### src/rtl/cidc_pkg.sv
// Package cidc_pkg: default sizes and shared helpers for the ID compression allocator.
// Assumes: nothing beyond IEEE 1800-2017.
package cidc_pkg;
    localparam int unsigned DEF_SRC_W = 4;
    localparam int unsigned DEF_TAG_W = 3;
    localparam int unsigned DEF_IDS   = 4;
    localparam int unsigned DEF_CNT_W = 2;

    // Index width for n entries, never below one bit.
    function automatic int unsigned idx_w(input int unsigned n);
        return (n > 1) ? $clog2(n) : 1;
    endfunction
endpackage

### src/rtl/cidc_free_fifo.sv
// Module cidc_free_fifo: circular list of free compact IDs, loaded with 0..DEPTH-1 at reset.
// Assumes: the caller never pushes an ID that is already queued, and never pops when empty.
module cidc_free_fifo #(
    parameter int unsigned DEPTH = 4,
    parameter int unsigned W     = 2
) (
    input  logic         clk,
    input  logic         rst_n,
    input  logic         push,
    input  logic [W-1:0] push_id,
    input  logic         pop,
    output logic [W-1:0] head_id,
    output logic         empty
);
    logic [W-1:0] mem [DEPTH];
    logic [W-1:0] rd_ptr, wr_ptr;
    logic [W:0]   fill;

    // Advance a pointer with wrap at DEPTH-1.
    function automatic logic [W-1:0] step_ptr(input logic [W-1:0] p);
        return (p == W'(DEPTH - 1)) ? '0 : p + W'(1);
    endfunction

    // Preload every ID on reset, otherwise apply push and pop.
    always_ff @(posedge clk) begin
        if (!rst_n) begin
            for (int i = 0; i < int'(DEPTH); i++) mem[i] <= W'(i);
            rd_ptr <= '0;
            wr_ptr <= '0;
            fill   <= (W+1)'(DEPTH);
        end else begin
            if (push) begin
                mem[wr_ptr] <= push_id;
                wr_ptr      <= step_ptr(wr_ptr);
            end
            if (pop) rd_ptr <= step_ptr(rd_ptr);
            fill <= fill + (W+1)'(push) - (W+1)'(pop);
        end
    end

    // Head and empty flag for the allocator.
    assign head_id = mem[rd_ptr];
    assign empty   = (fill == '0);

    // a release never lands on a full list (no duplicate ID).
    a_r11_no_push_full: assert property (@(posedge clk) disable iff (!rst_n)
        push |-> (fill != (W+1)'(DEPTH)));
    // no ID is taken from an empty list.
    a_r6_no_pop_empty: assert property (@(posedge clk) disable iff (!rst_n)
        pop |-> !empty);
endmodule

### src/rtl/cidc_slot.sv
// Module cidc_slot: state of one compact ID: active flag, bound key and outstanding count.
// Assumes: claim only when inactive, bump only when active and below the count limit.
module cidc_slot #(
    parameter int unsigned KEY_W = 7,
    parameter int unsigned CNT_W = 2
) (
    input  logic             clk,
    input  logic             rst_n,
    input  logic             claim,
    input  logic [KEY_W-1:0] claim_key,
    input  logic             bump,
    input  logic             drop,
    output logic             active,
    output logic [KEY_W-1:0] key,
    output logic [CNT_W-1:0] cnt,
    output logic             release_o
);
    localparam logic [CNT_W-1:0] CNT_MAX = '1;

    logic drop_eff;

    // A completion only counts on an active ID; the last one releases it.
    assign drop_eff  = drop && active;
    assign release_o = drop_eff && !bump && (cnt == CNT_W'(1));

    // Bind on claim, track the count, and clear on release.
    always_ff @(posedge clk) begin
        if (!rst_n) begin
            active <= 1'b0;
            key    <= '0;
            cnt    <= '0;
        end else if (claim) begin
            active <= 1'b1;
            key    <= claim_key;
            cnt    <= CNT_W'(1);
        end else if (active) begin
            cnt <= cnt + CNT_W'(bump) - CNT_W'(drop_eff);
            if (release_o) active <= 1'b0;
        end
    end

    // a fresh claim only takes a free ID.
    a_r2_claim_free: assert property (@(posedge clk) disable iff (!rst_n)
        claim |-> !active);
    // the count is never pushed past its limit.
    a_r7_no_overflow: assert property (@(posedge clk) disable iff (!rst_n)
        bump |-> (active && cnt != CNT_MAX));
    // a release leaves the slot inactive with a zero count.
    a_r5_release_idle: assert property (@(posedge clk) disable iff (!rst_n)
        release_o |=> (!active && cnt == '0));
endmodule

### src/rtl/txn_id_compressor.sv
// Module txn_id_compressor: maps {initiator, tag} keys to recycled compact IDs.
// Searches active slots for the key. On a hit it reuses the ID, on a miss it pops the
// free list. Completions lower the counts and the last one returns the ID to the list.
// Assumes: CID_W is narrower than SRC_W+TAG_W; the reverse lookup is combinational.
module txn_id_compressor #(
    parameter int unsigned SRC_W   = cidc_pkg::DEF_SRC_W,
    parameter int unsigned TAG_W   = cidc_pkg::DEF_TAG_W,
    parameter int unsigned NUM_IDS = cidc_pkg::DEF_IDS,
    parameter int unsigned CNT_W   = cidc_pkg::DEF_CNT_W,
    localparam int unsigned CID_W  = cidc_pkg::idx_w(NUM_IDS)
) (
    input  logic             clk,
    input  logic             rst_n,
    input  logic             req_valid,
    input  logic [SRC_W-1:0] req_src,
    input  logic [TAG_W-1:0] req_tag,
    output logic             req_ready,
    output logic [CID_W-1:0] req_cid,
    input  logic             cpl_valid,
    input  logic [CID_W-1:0] cpl_cid,
    input  logic [CID_W-1:0] lk_cid,
    output logic [SRC_W-1:0] lk_src,
    output logic [TAG_W-1:0] lk_tag,
    output logic             lk_active
);
    localparam int unsigned      KEY_W   = SRC_W + TAG_W;
    localparam logic [CNT_W-1:0] CNT_MAX = '1;

    logic [KEY_W-1:0]   req_key;
    logic [NUM_IDS-1:0] s_active, s_claim, s_bump, s_drop, s_rel, hit_vec;
    logic [KEY_W-1:0]   s_key [NUM_IDS];
    logic [CNT_W-1:0]   s_cnt [NUM_IDS];
    logic               hit;
    logic [CID_W-1:0]   hit_idx;
    logic [CID_W-1:0]   free_head;
    logic               free_empty;
    logic               accept;
    logic               fifo_pop, fifo_push;

    assign req_key = {req_src, req_tag};

    // Search the active slots for the incoming key.
    always_comb begin
        hit     = 1'b0;
        hit_idx = '0;
        hit_vec = '0;
        for (int i = 0; i < int'(NUM_IDS); i++) begin
            if (s_active[i] && s_key[i] == req_key) begin
                hit_vec[i] = 1'b1;
                hit        = 1'b1;
                hit_idx    = CID_W'(i);
            end
        end
    end

    // Accept on a hit below the limit, or on a miss with a free ID.
    always_comb begin
        if (hit) req_ready = (s_cnt[hit_idx] != CNT_MAX);
        else     req_ready = !free_empty;
        req_cid = hit ? hit_idx : free_head;
    end

    assign accept    = req_valid && req_ready;
    assign fifo_pop  = accept && !hit;
    assign fifo_push = |s_rel;

    // Per-ID slots, one per compact ID.
    for (genvar g = 0; g < int'(NUM_IDS); g++) begin : g_slot
        assign s_claim[g] = fifo_pop && (free_head == CID_W'(g));
        assign s_bump[g]  = accept && hit && (hit_idx == CID_W'(g));
        assign s_drop[g]  = cpl_valid && (cpl_cid == CID_W'(g));

        cidc_slot #(.KEY_W(KEY_W), .CNT_W(CNT_W)) u_slot (
            .clk       (clk),
            .rst_n     (rst_n),
            .claim     (s_claim[g]),
            .claim_key (req_key),
            .bump      (s_bump[g]),
            .drop      (s_drop[g]),
            .active    (s_active[g]),
            .key       (s_key[g]),
            .cnt       (s_cnt[g]),
            .release_o (s_rel[g])
        );
    end

    // Free list of compact IDs; a release always names the completed ID.
    cidc_free_fifo #(.DEPTH(NUM_IDS), .W(CID_W)) u_free (
        .clk     (clk),
        .rst_n   (rst_n),
        .push    (fifo_push),
        .push_id (cpl_cid),
        .pop     (fifo_pop),
        .head_id (free_head),
        .empty   (free_empty)
    );

    // Reverse translation from compact ID to the original key.
    always_comb begin
        if (int'(lk_cid) < int'(NUM_IDS)) begin
            lk_active        = s_active[lk_cid];
            {lk_src, lk_tag} = s_key[lk_cid];
        end else begin
            lk_active        = 1'b0;
            {lk_src, lk_tag} = '0;
        end
    end

    // a key matches at most one active ID.
    a_r4_unique_key: assert property (@(posedge clk) disable iff (!rst_n)
        $onehot0(hit_vec));
    // at most one ID is released per cycle.
    a_r11_single_release: assert property (@(posedge clk) disable iff (!rst_n)
        $onehot0(s_rel));
    // an accepted hit leaves its ID active in the next cycle.
    a_r3_hit_stays: assert property (@(posedge clk) disable iff (!rst_n)
        (accept && hit) |=> s_active[$past(hit_idx)]);
endmodule

### config.mk
export PLATFORM = sky130hd
export DESIGN_NAME = txn_id_compressor
export DESIGN_NICKNAME = d
export VERILOG_FILES = /design/src/rtl/cidc_pkg.sv /design/src/rtl/cidc_free_fifo.sv /design/src/rtl/cidc_slot.sv /design/src/rtl/txn_id_compressor.sv
export SDC_FILE = /design/constraint.sdc
export NUM_CORES = 1
export LEC_CHECK = 0
export BUFFER_PORTS_ARGS = -buffer_cell sky130_fd_sc_hd__buf_2
export CORE_MARGIN = 2
export CORE_UTILIZATION = 54
export CTS_BUF_LIST = sky130_fd_sc_hd__clkbuf_4
export DETAILED_ROUTE_END_ITERATION = 8
export PLACE_DENSITY = 0.83
export SYNTH_ARGS = -nofsm -noshare
export SYNTH_HDL_FRONTEND = slang
export SYNTH_HIERARCHICAL = 1
export SYNTH_SLANG_ARGS = --single-unit
### constraint.sdc
create_clock -name clk -period 5.5 [get_ports clk]
set_input_delay 1.1 -clock clk [delete_from_list [all_inputs] [get_ports clk]]
set_output_delay 1.1 -clock clk [all_outputs]
set_load 0.02 [all_outputs]
==> impl_metrics.env, run 1 <==
export IMPL_maxCapViolCount=0
export IMPL_cts_tree="built"
export IMPL_dieArea_um2=7110
export IMPL_syn_inst=331
export IMPL_vias=2444
export IMPL_via_per_inst=5.63
export IMPL_relSlewSlack_pct=20.0
export IMPL_tightest_slew_ps=1200
export IMPL_setup_tns_final_ps=0
export IMPL_first_iter_violations=159
export IMPL_routedWlPerCell_um=16.2
export IMPL_clock_latency_ps=410
export IMPL_dp_cells=418
export IMPL_place_gp_congestion=0.811
export IMPL_clock_path_buffers=2
export IMPL_final_max_slew_viol_count=0
export IMPL_post_cts_buffers=0
export IMPL_power_leakage_nw=1.41
export IMPL_drt_wl_total_um=7050
export IMPL_synth_common_cells="dfxtp_1 (49), mux2i_1 (34), nor2b_1 (31)"
export IMPL_async_reset_ff_share_pct=0
export IMPL_dr_pass1_iters=5
export IMPL_fin_hold_ws_ps=525
export IMPL_crit_path_start_kind="input pin"
export IMPL_cp_max_fo=12
export IMPL_ys_flop_type="dfxtp_1"
export IMPL_synth_distinct_cells=50
export IMPL_seq_area_frac_synth_pct=35.0
export IMPL_skew_ps=11.2
export IMPL_r2r_cells=14
export IMPL_yosysMostFrequentCell="dfxtp_1"
export IMPL_grt_pass1_wl_um=12100
export IMPL_cts_resized=0
export IMPL_cts_max_level=3
export IMPL_stdcell_count=434
export IMPL_max_freq_mhz=239
export IMPL_path_clk_slew_ps=100
export IMPL_setup_viol=0
export IMPL_crit_type="in -> reg"
export IMPL_syn_area_um2=3480
export IMPL_die_w_um=84.3
export IMPL_ys_ff_latch=57
export IMPL_grt_use_total_pct=21.7
export IMPL_hold_depth=2
export IMPL_required_ps=5840
export IMPL_cp_end_kind="flip-flop"
export IMPL_holdBufCountCts=0
export IMPL_synth_area_leaders="dfxtp_1 (28%), mux2i_1 (9.8%), edfxtp_1 (6.9%)"
export IMPL_status="finished, final reports clean"
export IMPL_grt_max_degree=56
export IMPL_vdd_drop_max_v=0.000196
export IMPL_nNetsFinal=380
export IMPL_dp_hpwl_um=5240
export IMPL_drive_gt1_share_pct=20.7
export IMPL_hold_viol=0
export IMPL_coreArea_um2=6280
export IMPL_ant_nets=0
export IMPL_numCtsBuffers=9
export IMPL_avgSynthCellArea_um2=10.5
export IMPL_finalCriticalPeriod_ps=4190
export IMPL_synth_top_area_share_pct=28.2
export IMPL_fin_crit_sh_pct=76.2
export IMPL_initial_core_util_pct=55.5
export IMPL_antenna_cells=0
export IMPL_std_cell_rows=29
export IMPL_io_buffers=25
export IMPL_area_delta_synth_final_pct=6.68
export IMPL_synth_nets=359
export IMPL_fin_util_pct=59.2
export IMPL_remaining_drc_errors=0
export IMPL_clkSinkCount=57
export IMPL_rsz0062_at_grt="false"
export IMPL_antenna_found_initial=0
export IMPL_yosys_warnings=6
export IMPL_hp_class="reg -> reg"
export IMPL_grt_overflow_total=0
export IMPL_cts_root_buf="clkbuf_4"
export IMPL_crit_arrival_ps=4530
export IMPL_synth_edf_count=8
export IMPL_placed_area_um2=3590
export IMPL_power_per_cell_area_nw_per_um2=287
export IMPL_final_area_um2=3720
export IMPL_grt_pass1_vias=2517
export IMPL_die_h_um=84.3
export IMPL_io_pins=26
export IMPL_synth_top_cell_by_area="dfxtp_1"
## area by class of cell
type | count | area, um^2
Inverter | 18 | 67.6
Sequential cell | 57 | 1220
Clock inverter | 7 | 61.3
Tap cell | 77 | 96.3
Fill cell | 513 | 2560
Clock buffer | 9 | 67.6
Multi-Input combinational cell | 237 | 2050
Timing Repair Buffer | 29 | 155
## worst max-delay path: stages
cell and delay, ps:
buf_2 160, xnor2_1 220, nand4_1 120, nor2_1 310, a21o_1 180, a31oi_4 170, nor4b_1 380, nor2_1 110
and3_1 200, or4_1 610, ha_1 290, inv_1 60, fa_1 160, xnor3_1 380, nand2_1 70
## cells in the final DEF (no fill, tap or decap), types with 5 or more instances in the layout
cell type  Yosys  routed
dfxtp_1       49      49
mux2i_1       34      34
nor2b_1       31      31
xnor2_1       25      25
buf_2          5      25
inv_1         18      18
nor2_1        17      17
nand2_1       12      12
ha_1          12      12
mux4_2        10      10
clkbuf_4       0       9
edfxtp_1       8       8
o21ai_0        7       7
and3_1         7       7
nand4_1        6       6
nand3b_1       6       6
a21oi_1        6       6
and2_1         5       5
## state kept, by name, indices dropped and copies added, names as in the netlist, named ones only
name	cells
u_free/wr_ptr	2
u_free/mem	8
u_free/rd_ptr	2
g_slot.u_slot/cnt	8
g_slot.u_slot/active	4
g_slot.u_slot/key	28
u_free/fill	3
## power breakdown
group          internal [mW]  total [mW]  switching [mW]  leakage, nW
sequential             0.462       0.504          0.0420        0.467
clock                  0.134       0.292           0.158       0.0729
combinational          0.133       0.273           0.139        0.871
total                  0.729        1.07           0.339         1.41
## logic make-up (layout without fill, tap and decap cells)
| logic type | after synthesis | after routing | share of synthesized area, % |
|---|---|---|---|
| flops | 57 | 57 | 35.0 |
| simple gates | 112 | 112 | 19.9 |
| mux | 45 | 45 | 16.7 |
| xor+xnor | 33 | 33 | 9.34 |
| compound gates | 34 | 34 | 7.47 |
| buf+inv | 37 | 63 | 6.75 |
| fa+ha+maj | 13 | 13 | 4.88 |
## final timing paths
check	startpoint	slack (ps)	end
hold / removal	u_free/rd_ptr[0]	530	flip-flop
setup / recovery	req_src[2]	1310	u_free/fill[2]
setup reg to reg	g_slot[1].u_slot/key[5]	1820	u_free/fill[2]
hold reg to reg	u_free/rd_ptr[0]	530	flip-flop
## per-layer routing
layer	part of all wire [%]	wire length (um)	vias to the layer above	GRT usage, %
met4	2.2	153	0	10.1
met3	3.9	275	18	6.10
li1	-	-	1211	-
met1	44	3090	1172	26.5
met5	0	0	-	0
met2	50	3530	43	35.6
## stage by stage
step | setup WS [ps] | total power [mW]
floorplan | 1600 | 0.717
global placement | 1010 | 0.774
global route | 1070 | 1.13
finish | 1310 | 1.07
CTS | 1350 | 1.08
detailed placement | 915 | 0.786
No activity file was read; power rests on OpenSTA's default activity.
==> run 2, diff against run 1 <==
--- a/config.mk
+++ b/config.mk
@@ -10,7 +10,7 @@
 export CORE_UTILIZATION = 54
 export CTS_BUF_LIST = sky130_fd_sc_hd__clkbuf_4
 export DETAILED_ROUTE_END_ITERATION = 8
-export PLACE_DENSITY = 0.83
+export PLACE_DENSITY = 0.86
 export SYNTH_ARGS = -nofsm -noshare
 export SYNTH_HDL_FRONTEND = slang
 export SYNTH_HIERARCHICAL = 1
==> constraint.sdc (replaced) <==
create_clock -name clk -period 3.7 [get_ports clk]
set_input_delay 0.74 -clock clk [delete_from_list [all_inputs] [get_ports clk]]
set_output_delay 0.74 -clock clk [all_outputs]
set_load 0.02 [all_outputs]
==> impl_metrics.env, run 2 (synthesis gave the netlist of run 1 again) <==
export IMPL_remaining_drc_errors=0
export IMPL_setup_tns_final_ps=0
export IMPL_fin_crit_sh_pct=94.4
export IMPL_cp_max_fo=8
export IMPL_cp_end_kind="flip-flop"
export IMPL_worst_slack_ps=208
export IMPL_max_flop_register="g_slot.u_slot/key"
export IMPL_layout_common_cells="dfxtp_1 (49), mux2i_1 (34), nor2b_1 (31)"
export IMPL_placed_area_um2=3720
export IMPL_ant_nets=0
export IMPL_crit_path_start_kind="input pin"
export IMPL_dp_hpwl_um=5380
export IMPL_area_delta_synth_final_pct=12.0
export IMPL_layout_commonest_cell="dfxtp_1"
export IMPL_max_freq_mhz=286
export IMPL_grt_use_total_pct=22.5
export IMPL_path_clk_slew_ps=90
export IMPL_die_h_um=84.3
export IMPL_crit_path_start="req_src[1]"
export IMPL_final_area_um2=3900
export IMPL_place_gp_congestion=0.835
export IMPL_r2r_start="g_slot[3].u_slot/key[4]"
export IMPL_via_per_inst=5.61
export IMPL_nNetsFinal=397
export IMPL_cts_root_buf="clkbuf_4"
export IMPL_r2r_cells=14
export IMPL_numCtsBuffers=9
export IMPL_r2r_slack_ps=380
export IMPL_hp_class="reg -> reg"
export IMPL_rsz0062_at_grt="false"
export IMPL_io_pins=26
export IMPL_antenna_cells=0
export IMPL_status="finished, final reports clean"
export IMPL_power_per_cell_area_nw_per_um2=448
export IMPL_maxCapViolCount=0
export IMPL_finalCriticalPeriod_ps=3490
export IMPL_io_buffers=25
export IMPL_routedWlPerCell_um=16.9
export IMPL_relSlewSlack_pct=40.0
export IMPL_clock_latency_ps=400
export IMPL_cts_max_level=3
export IMPL_clock_path_buffers=2
export IMPL_drive_gt1_share_pct=24.6
export IMPL_cts_tree="built"
export IMPL_largest_reg_flops=28
export IMPL_dieArea_um2=7110
export IMPL_nFillCells=499
export IMPL_reg_top3="g_slot.u_slot/key (28), g_slot.u_slot/cnt (8), u_free/mem (8)"
export IMPL_endpoint="u_free/fill[2]"
export IMPL_vdd_drop_max_v=0.000305
export IMPL_setup_viol=0
export IMPL_initial_core_util_pct=55.5
export IMPL_grt_pass1_vias=2591
export IMPL_grt_overflow_total=0
export IMPL_fin_hold_ws_ps=527
export IMPL_dr_pass1_iters=4
export IMPL_power_leakage_nw=1.52
export IMPL_post_cts_buffers=0
export IMPL_tightest_slew_ps=892
export IMPL_crit_arrival_ps=3760
export IMPL_holdBufCountCts=0
export IMPL_r2r_end="u_free/fill[2]"
export IMPL_clkSinkCount=57
export IMPL_vias=2529
export IMPL_drt_wl_total_um=7610
export IMPL_grt_pass1_wl_um=12600
export IMPL_std_cell_rows=29
export IMPL_hold_viol=0
export IMPL_grt_max_degree=55
export IMPL_required_ps=3970
export IMPL_first_iter_violations=233
export IMPL_final_max_slew_viol_count=0
export IMPL_die_w_um=84.3
export IMPL_coreArea_um2=6280
export IMPL_crit_type="in -> reg"
export IMPL_antenna_found_initial=0
export IMPL_pre_cts_ws_ps=-203
export IMPL_skew_ps=14.7
[run 2: changes by cell type in the layout (fill, tap and decap cells not counted)]
cell       delta
nor4b_2       +1
clkbuf_4      +1
clkinv_2      -3
buf_4        +17
bufinv_16     +2
nor4b_1       -1
[run 2: repair_timing]
action,in CTS,in global routing
gates resized for setup,0,1
endpoints found under the hold margin,0,0
setup endpoints to repair,0,1
[run 2: layout make-up]
type	instances	area, um^2	share of cell area (%)
Inverter	18	67.6	1.73
Sequential cell	57	1220	31.3
Clock inverter	6	106	2.72
Multi-Input combinational cell	237	2050	52.6
Timing Repair Buffer	46	283	7.24
Clock buffer	10	75.1	1.92
Tap cell	77	96.3	2.47
[run 2: how the worst min path moves through the flow]
stage                     cells after the start  slack, ps             start               end
after detailed placement                      2        510  u_free/rd_ptr[0]         flip-flop
after global placement                        2        500  u_free/rd_ptr[0]  u_free/rd_ptr[0]
after global routing                          2        550  u_free/rd_ptr[0]         flip-flop
after CTS                                     2        520  u_free/rd_ptr[0]         flip-flop
after floorplan                               2        480  u_free/rd_ptr[0]         flip-flop
final                                         2        530  u_free/rd_ptr[0]         flip-flop
[run 2: power breakdown]
part	switching (mW)	internal [mW]	total (mW)
clock network	0.232	0.347	0.579
registers	0.0653	0.687	0.752
logic	0.216	0.205	0.420
total	0.513	1.24	1.75
[run 2: metal layers]
metal / track usage (%) / routed length (um) / up-vias
li1: - / - / 1245
met4: 9.96 / 101 / 0
met2: 38.2 / 3870 / 61
met3: 4.33 / 381 / 9
met1: 27.8 / 3260 / 1214
met5: 0 / 0 / -
[run 2: through the flow]
stage	utilization [%]	power (mW)	instances
4_1_cts	62.1	1.76	451
2_1_floorplan	-	1.07	331
3_5_place_dp	59.2	1.18	435
6_report	62.2	1.75	451
5_1_grt	62.2	1.83	451
3_3_place_gp	59.2	1.15	435
[run 2: worst max-delay path, stage by stage]
cell      delay (ps)
buf_2            160
xnor2_1          280
nand4_2          180
nor2_4           150
mux2_4           330
a31oi_4          190
buf_4            190
a211oi_1         100
ha_1             350
inv_1             70
ha_1             140
inv_1             50
fa_1             380
xnor3_1          390
nand2_1           60
